--- src/rtl/sdp_pkg.sv ---
package sdp_pkg;

    // status byte bit positions
    localparam int SR_BUSY = 0;
    localparam int SR_WEL  = 1;
    localparam int SR_LK_L = 2;
    localparam int SR_LK_H = 3;
    localparam int SR_PEN  = 7;

    // bits a status write may change
    localparam logic [7:0] SR_WMASK = 8'h8C;

    typedef enum logic [1:0] {
        LOCK_NONE  = 2'b00,
        LOCK_QUART = 2'b01,
        LOCK_HALF  = 2'b10,
        LOCK_ALL   = 2'b11
    } lock_code_e;

    typedef struct packed {
        logic [7:0] img;     // stored writable bits (mask applied)
        logic       wel;
        logic       sr_ok;
        logic       arr_ok;
    } guard_state_t;

endpackage

--- src/rtl/sdp_lock_decode.sv ---
module sdp_lock_decode #(
    parameter int ADDR_W = 11
) (
    input  logic [1:0]        lock_code,
    input  logic [ADDR_W-1:0] addr,
    output logic              locked
);
    import sdp_pkg::*;

    localparam int TOP = ADDR_W - 1;

    always_comb begin
        unique case (lock_code_e'(lock_code))
            LOCK_NONE:  locked = 1'b0;
            LOCK_QUART: locked = &addr[TOP -: 2];
            LOCK_HALF:  locked = addr[TOP];
            default:    locked = 1'b1;
        endcase
    end

endmodule

--- src/rtl/sdp_sr_permit.sv ---
module sdp_sr_permit (
    input  logic wel,
    input  logic busy,
    input  logic pen,
    input  logic wp_pin,
    output logic sr_allow
);
    logic hw_frozen;

    always_comb begin
        hw_frozen = pen & ~wp_pin;
        sr_allow  = wel & ~busy & ~hw_frozen;
    end

endmodule

--- src/rtl/sdp_guard.sv ---
module sdp_guard #(
    parameter int ADDR_W = 11
) (
    input  logic              clk,
    input  logic              rst_n,
    input  logic              wp_pin,
    input  logic              nv_busy,
    input  logic              wren_cmd,
    input  logic              sr_wr_req,
    input  logic [7:0]        sr_wr_data,
    input  logic              arr_wr_req,
    input  logic [ADDR_W-1:0] arr_wr_addr,
    output logic [7:0]        status,
    output logic              sr_wr_ok,
    output logic              arr_wr_ok
);
    import sdp_pkg::*;

    guard_state_t st_d, st_q;
    logic         sr_allow;
    logic         addr_locked;

    sdp_sr_permit u_permit (
        .wel      (st_q.wel),
        .busy     (nv_busy),
        .pen      (st_q.img[SR_PEN]),
        .wp_pin   (wp_pin),
        .sr_allow (sr_allow)
    );

    sdp_lock_decode #(.ADDR_W(ADDR_W)) u_lock (
        .lock_code (st_q.img[SR_LK_H:SR_LK_L]),
        .addr      (arr_wr_addr),
        .locked    (addr_locked)
    );

    always_comb begin
        st_d        = st_q;
        st_d.sr_ok  = 1'b0;
        st_d.arr_ok = 1'b0;
        if (sr_wr_req) begin
            st_d.wel = 1'b0;
            if (sr_allow) begin
                st_d.img   = sr_wr_data & SR_WMASK;
                st_d.sr_ok = 1'b1;
            end
        end else if (arr_wr_req) begin
            st_d.wel    = 1'b0;
            st_d.arr_ok = st_q.wel & ~nv_busy & ~addr_locked;
        end else if (wren_cmd) begin
            st_d.wel = 1'b1;
        end
    end

    always_ff @(posedge clk or negedge rst_n) begin
        if (!rst_n) st_q <= '0;
        else        st_q <= st_d;
    end

    always_comb begin
        status          = st_q.img;
        status[SR_WEL]  = st_q.wel;
        status[SR_BUSY] = nv_busy;
    end

    assign sr_wr_ok  = st_q.sr_ok;
    assign arr_wr_ok = st_q.arr_ok;


    frozen_refuse_chk: assert property (@(posedge clk) disable iff (!rst_n)
        (sr_wr_req && st_q.img[SR_PEN] && !wp_pin) |=> !sr_wr_ok);


    img_stable_chk: assert property (@(posedge clk) disable iff (!rst_n)
        !sr_wr_ok |-> $stable(st_q.img));


    wel_clear_chk: assert property (@(posedge clk) disable iff (!rst_n)
        (sr_wr_req || arr_wr_req) |=> !status[SR_WEL]);


    permit_needs_wel_chk: assert property (@(posedge clk) disable iff (!rst_n)
        (sr_wr_ok || arr_wr_ok) |-> $past(st_q.wel));


    all_locked_chk: assert property (@(posedge clk) disable iff (!rst_n)
        (arr_wr_req && st_q.img[SR_LK_H:SR_LK_L] == 2'b11) |=> !arr_wr_ok);


    one_permit_chk: assert property (@(posedge clk) disable iff (!rst_n)
        $onehot0({sr_wr_ok, arr_wr_ok}));


    busy_refuse_chk: assert property (@(posedge clk) disable iff (!rst_n)
        nv_busy |=> !(sr_wr_ok || arr_wr_ok));

endmodule

--- config.mk ---
export PLATFORM = sky130hd
export DESIGN_NAME = sdp_guard
export DESIGN_NICKNAME = d
export VERILOG_FILES = /design/src/rtl/sdp_pkg.sv /design/src/rtl/sdp_lock_decode.sv /design/src/rtl/sdp_sr_permit.sv /design/src/rtl/sdp_guard.sv
export SDC_FILE = /design/constraint.sdc
export NUM_CORES = 1
export LEC_CHECK = 0
export BUFFER_PORTS_ARGS = -buffer_cell sky130_fd_sc_hd__buf_4
export CORE_AREA = 2 2 39 41
export DETAILED_ROUTE_END_ITERATION = 10
export DIE_AREA = 0 0 41 43
export GPL_ROUTABILITY_DRIVEN = 0
export PLACE_DENSITY_LB_ADDON = 0.2
export SYNTH_ARGS = -nofsm -noshare
export SYNTH_HDL_FRONTEND = slang
export SYNTH_SLANG_ARGS = --single-unit
--- constraint.sdc ---
create_clock -name clk -period 1.4 [get_ports clk]
set_clock_uncertainty 0.1 [all_clocks]
set_input_delay 0.35 -clock clk [delete_from_list [all_inputs] [get_ports clk]]
set_output_delay 0.35 -clock clk [all_outputs]
set_load 0.05 [all_outputs]
**Word level (Yosys, flattened, before mapping)**

Index checks and enable logic that the tools add are counted.

- Shift-type cells: 0
- $add $sub $neg: 0
- Order comparisons: 0
- Eq/ne operators: 2
- Multiplexer cells: 8
- Div/mod/pow operators: 0
- $mul: 0
- Reduce and logical (&&, ||, !) cells: 4
- Bitwise gates (word level): 8

Operators by type and width:

| cell | count |
|---|---|
| two-way mux 1 bit | 7 |
| bitwise AND 1 bit | 4 |
| NOT 1 bit | 4 |
| AND reduction 2 bit | 2 |
| case mux 1 bit (3 select lines) | 1 |
| nonzero test 3 bit | 1 |
| == test 2 x 1 -> 1 bit (second input constant) | 1 |
| == test 2 bit (second input constant) | 1 |
| zero test 2 bit | 1 |

- Memory bits (writable): 0
- Input bits: 26
- Bits in latches: 0
- Bits in registers: 6
- Output and inout bits: 10
- Memories kept: 0
- Word-level logic and storage cells: 26
- Memory bits (read-only): 0

**Logic depth before layout (Yosys ltp)**

- Word-level depth: 6
- Depth in mapped cells: 3
- Gate-level depth less buffers: 3

**By module**

Synthesis repeated with hierarchy kept, for this count alone.

- Cell total of the unflattened synthesis: 25
- Area total of the unflattened synthesis: 302.8 um^2

Modules (own cells, without submodules):

| module | cells each | instances | sequential area each (um^2) | area each (um^2) |
|---|---|---|---|---|
| sdp_guard | 20 | 1 | 150.1 | 262.8 |
| sdp_sr_permit | 2 | 1 | 0.0 | 26.3 |
| sdp_lock_decode | 3 | 1 | 0.0 | 13.8 |

**Worst setup path before layout**

Ideal clock, no wire load.

- Kind: input-to-reg
- Start: in nv_busy
- End: reg st_q, in the netlist status[2]
- Setup slack: 0.094 ns
- Cell stages on the path: 3
- Arrival: 1.081 ns
- Library setup time: 0.125 ns
- Buffers on the path: 0
- Required time: 1.175 ns
- Cells stage by stage: and3b_2 a21boi_4 mux2_4

- Word-level cells in the longest chain between the ends: 4

RTL lines:

| item | RTL line | text |
|---|---|---|
| from (decl) | sdp_guard.sv:7 | `input logic nv_busy,` |
| NOT 1 bit | sdp_sr_permit.sv:12 | `sr_allow = wel & ~busy & ~hw_frozen;` |
| bitwise AND 1 bit (2 in a row) | sdp_sr_permit.sv:12 |  |
| AND reduction 2 bit (no line) | - |  |
| to (signal assigned) | sdp_guard.sv:57 | `else st_q <= st_d;` |
| to (decl) | sdp_guard.sv:19 | `guard_state_t st_d, st_q;` |

No other way between the ends.
A chain may end at the register's enable or synchronous reset.

**Final worst setup path**

- Start: reg st_q, in the netlist status[1]
- End: reg st_q, in the netlist status[3]

- Word-level cells in the longest chain between the ends: 3

RTL lines:

| item | RTL line |
|---|---|
| bitwise AND 1 bit (2 in a row) | sdp_sr_permit.sv:12 |
| AND reduction 2 bit (no line) | - |

No other way between the ends.

==> results.md <==
* R2R depth at 3
* Die area at 1760 µm²
* Share of layout cells above drive strength 1 at 62.2%
* R2R Setup Slk at 0.06 ns
* Worst skew pair latency at 0.24 ns
* Worst-path clk slew at 0.04 ns
* Avg WL per Cell at 9.75 µm
* GRT overflow at 0
* Critical path's slowest cell: dfrtp_1
* Leakage at 0.254 nW
* First-pass GRT wire length at 924 µm
* RSZ-0062 raised after global routing: no
* Commonest non-fill, non-tap cells in the layout: buf_4 (20), dfrtp_1 (6), conb_1 (3), clkbuf_4 (3), mux2_4 (2)
* Final hold slack at 0.175 ns
* Core area at 1380 µm²
* # diodes at 0
* Worst min-delay path class: in -> reg
* Final cell utilization of the core at 34.4%
* # nets final at 73
* Final Setup Violations at 0
* Total Routing Usage GR at 8.19%
* Final worst-path cycle share at 95.6%
* Power Total at 0.605 mW
* Inserted Clock Buffers at 3
* Initial antenna violation count at 0
* Max Root-Sink Buffers at 2
* Hold Fails Final Rpt at 0
* Reg2Reg Capture Point: status[3]
* Crit start category: flop
* FF+latch count, synth at 6
* Htree depth at 1
* Reg2Reg Launch Point: status[1]
* 1st-iter DRT viols at 1
* Pwr dens at 1270 nW/µm²
* Final wirelength at 595 µm
* Syn. warnings at 0
* Outcome: finished, final reports clean
* Area Overhead vs Synth at 53.0%
* Port Buf Inserts at 18
* Post-route ant nets at 0
* Inst Count DP at 57
* Data required, critical path at 1.42 ns
* DR vias/cell at 3.93
* CP Capture Type: flop
* Clock sinks at 6
* Final instance area at 477 µm²
* Max-slew violations at 0
* Fmax at 747 MHz
* Post-CTS setup buffer count at 0
* Filler cell count at 151
* Die width at 41 µm
* Max FO, Critical Path at 4
* Worst-path cell chain: and3b_2 -> a21boi_4 -> mux2_4
* Post-Syn Area at 312 µm²
* TritonRoute pass-1 iters at 2
* Max-Cap Viols at 0
* CP Class: reg -> reg
* Netlist cell types at 14
* CTS tree: yes
* Die Ht at 43 µm
* CP startpoint: status[1]
* Drt drc at 0
* Clock Tree Root: clkbuf_4
* Final std cells w/o fill at 61
* Detailed-placement wirelength estimate at 522 µm
* Top Ports at 36
* Vias at 240
* Critical Path End: status[3]
* Starting density of the core at 22.5%
* Largest net degree at the start of global routing at 7
* Slowest cell delay on critical path at 0.37 ns
* Rows at 14
* Post-layout min period at 1.34 ns
* Mapped Avg Cell Area at 12.5 µm²
* Peak VDD IR at 0.373 mV
* Sequential-to-total area share from yosys stat at 48.2%
* Vias in the first global route at 239
* Most common cell after layout, fill and taps aside: buf_4
* CP arrival at 1.36 ns
* Post-Synthesis Cells at 25
* Placement-stage cell area at 444 µm²
timing repair:
action / CTS / global route
resized for setup: 0 / 0
hold buffers: 1 / 0
hold endpoints to repair: 6 / 0
layout make-up:
class                      instances  area, µm²  share of cell area (%)
clock buffer                       3       22.5                    4.72
inverter                           1       3.75                   0.787
multi-input combinational         14        120                    25.2
sequential                         6        150                    31.5
tap                               16       20.0                    4.20
timing repair buffer              21        160                    33.6
synthesized netlist by cell type:
library cell / count / area (µm²)
a21boi_4: 1 / 18.8
nand2_1: 1 / 3.75
a22o_2: 1 / 10.0
nor3_1: 1 / 5.00
mux2_4: 2 / 30.0
buf_4: 6 / 45.0
dfrtp_1: 6 / 150
inv_1: 1 / 3.75
nor2_1: 1 / 3.75
a221oi_1: 1 / 8.76
nand4bb_1: 1 / 11.3
and3b_2: 1 / 10.0
conb_1: 1 / 3.75
a21o_1: 1 / 7.51
per-layer routing:
layer  vias up  global-route usage [%]  part of all wire, %
met5         -                       0                    0
met4         0                    4.00                    0
met3         0                    4.71                   12
met2        14                    11.9                   52
met1       106                    9.21                   36
li1        120                       -                    -
report_power, final:
group          leakage (nW)  internal (mW)  switching (mW)
clock network        0.0138         0.0966          0.0566
logic                 0.162         0.0889           0.139
registers            0.0777          0.198          0.0267
per-stage QoR:
stage	setup slack, ns	TNS [ns]
final	0.0618	0
after floorplan	0.0938	0
after global routing	0.0192	0
after detailed placement	-0.0569	-0.107
after global placement	-0.0457	-0.0898
after CTS	0.0557	0
worst min-delay path by stage:
stage | startpoint | endpoint | slack (ns) | depth (start not counted)
floorplan | rst_n | arr_wr_ok | -0.05 | 0
global placement | rst_n | status[7] | 0.06 | 1
detailed placement | rst_n | status[7] | 0.06 | 1
CTS | arr_wr_req | status[1] | 0.16 | 2
global route | sr_wr_req | status[1] | 0.18 | 2
finish | arr_wr_req | status[1] | 0.18 | 2
worst max-delay path: cells and delay by family, from the launching register on:
kind	cells	cell delay (ns)
flops	1	0.37
mux	1	0.32
compound gates	1	0.22
simple gates	1	0.20
state kept, by name (all words and copies together), names as in the netlist:
register,flops
arr_wr_ok,1
sr_wr_ok,1
status,4
kinds of logic (layout without fill, tap and decap cells):
kind of cell    after synthesis  count (layout)  synth area share [%]
compound gates                4               4                  14.5
flops                         6               6                  48.2
other cells                   1               3                  1.20
mux                           2               2                  9.64
simple gates                  5               5                  10.8
buf+inv                       7              25                  15.7
(Power assumes the default switching activity.)
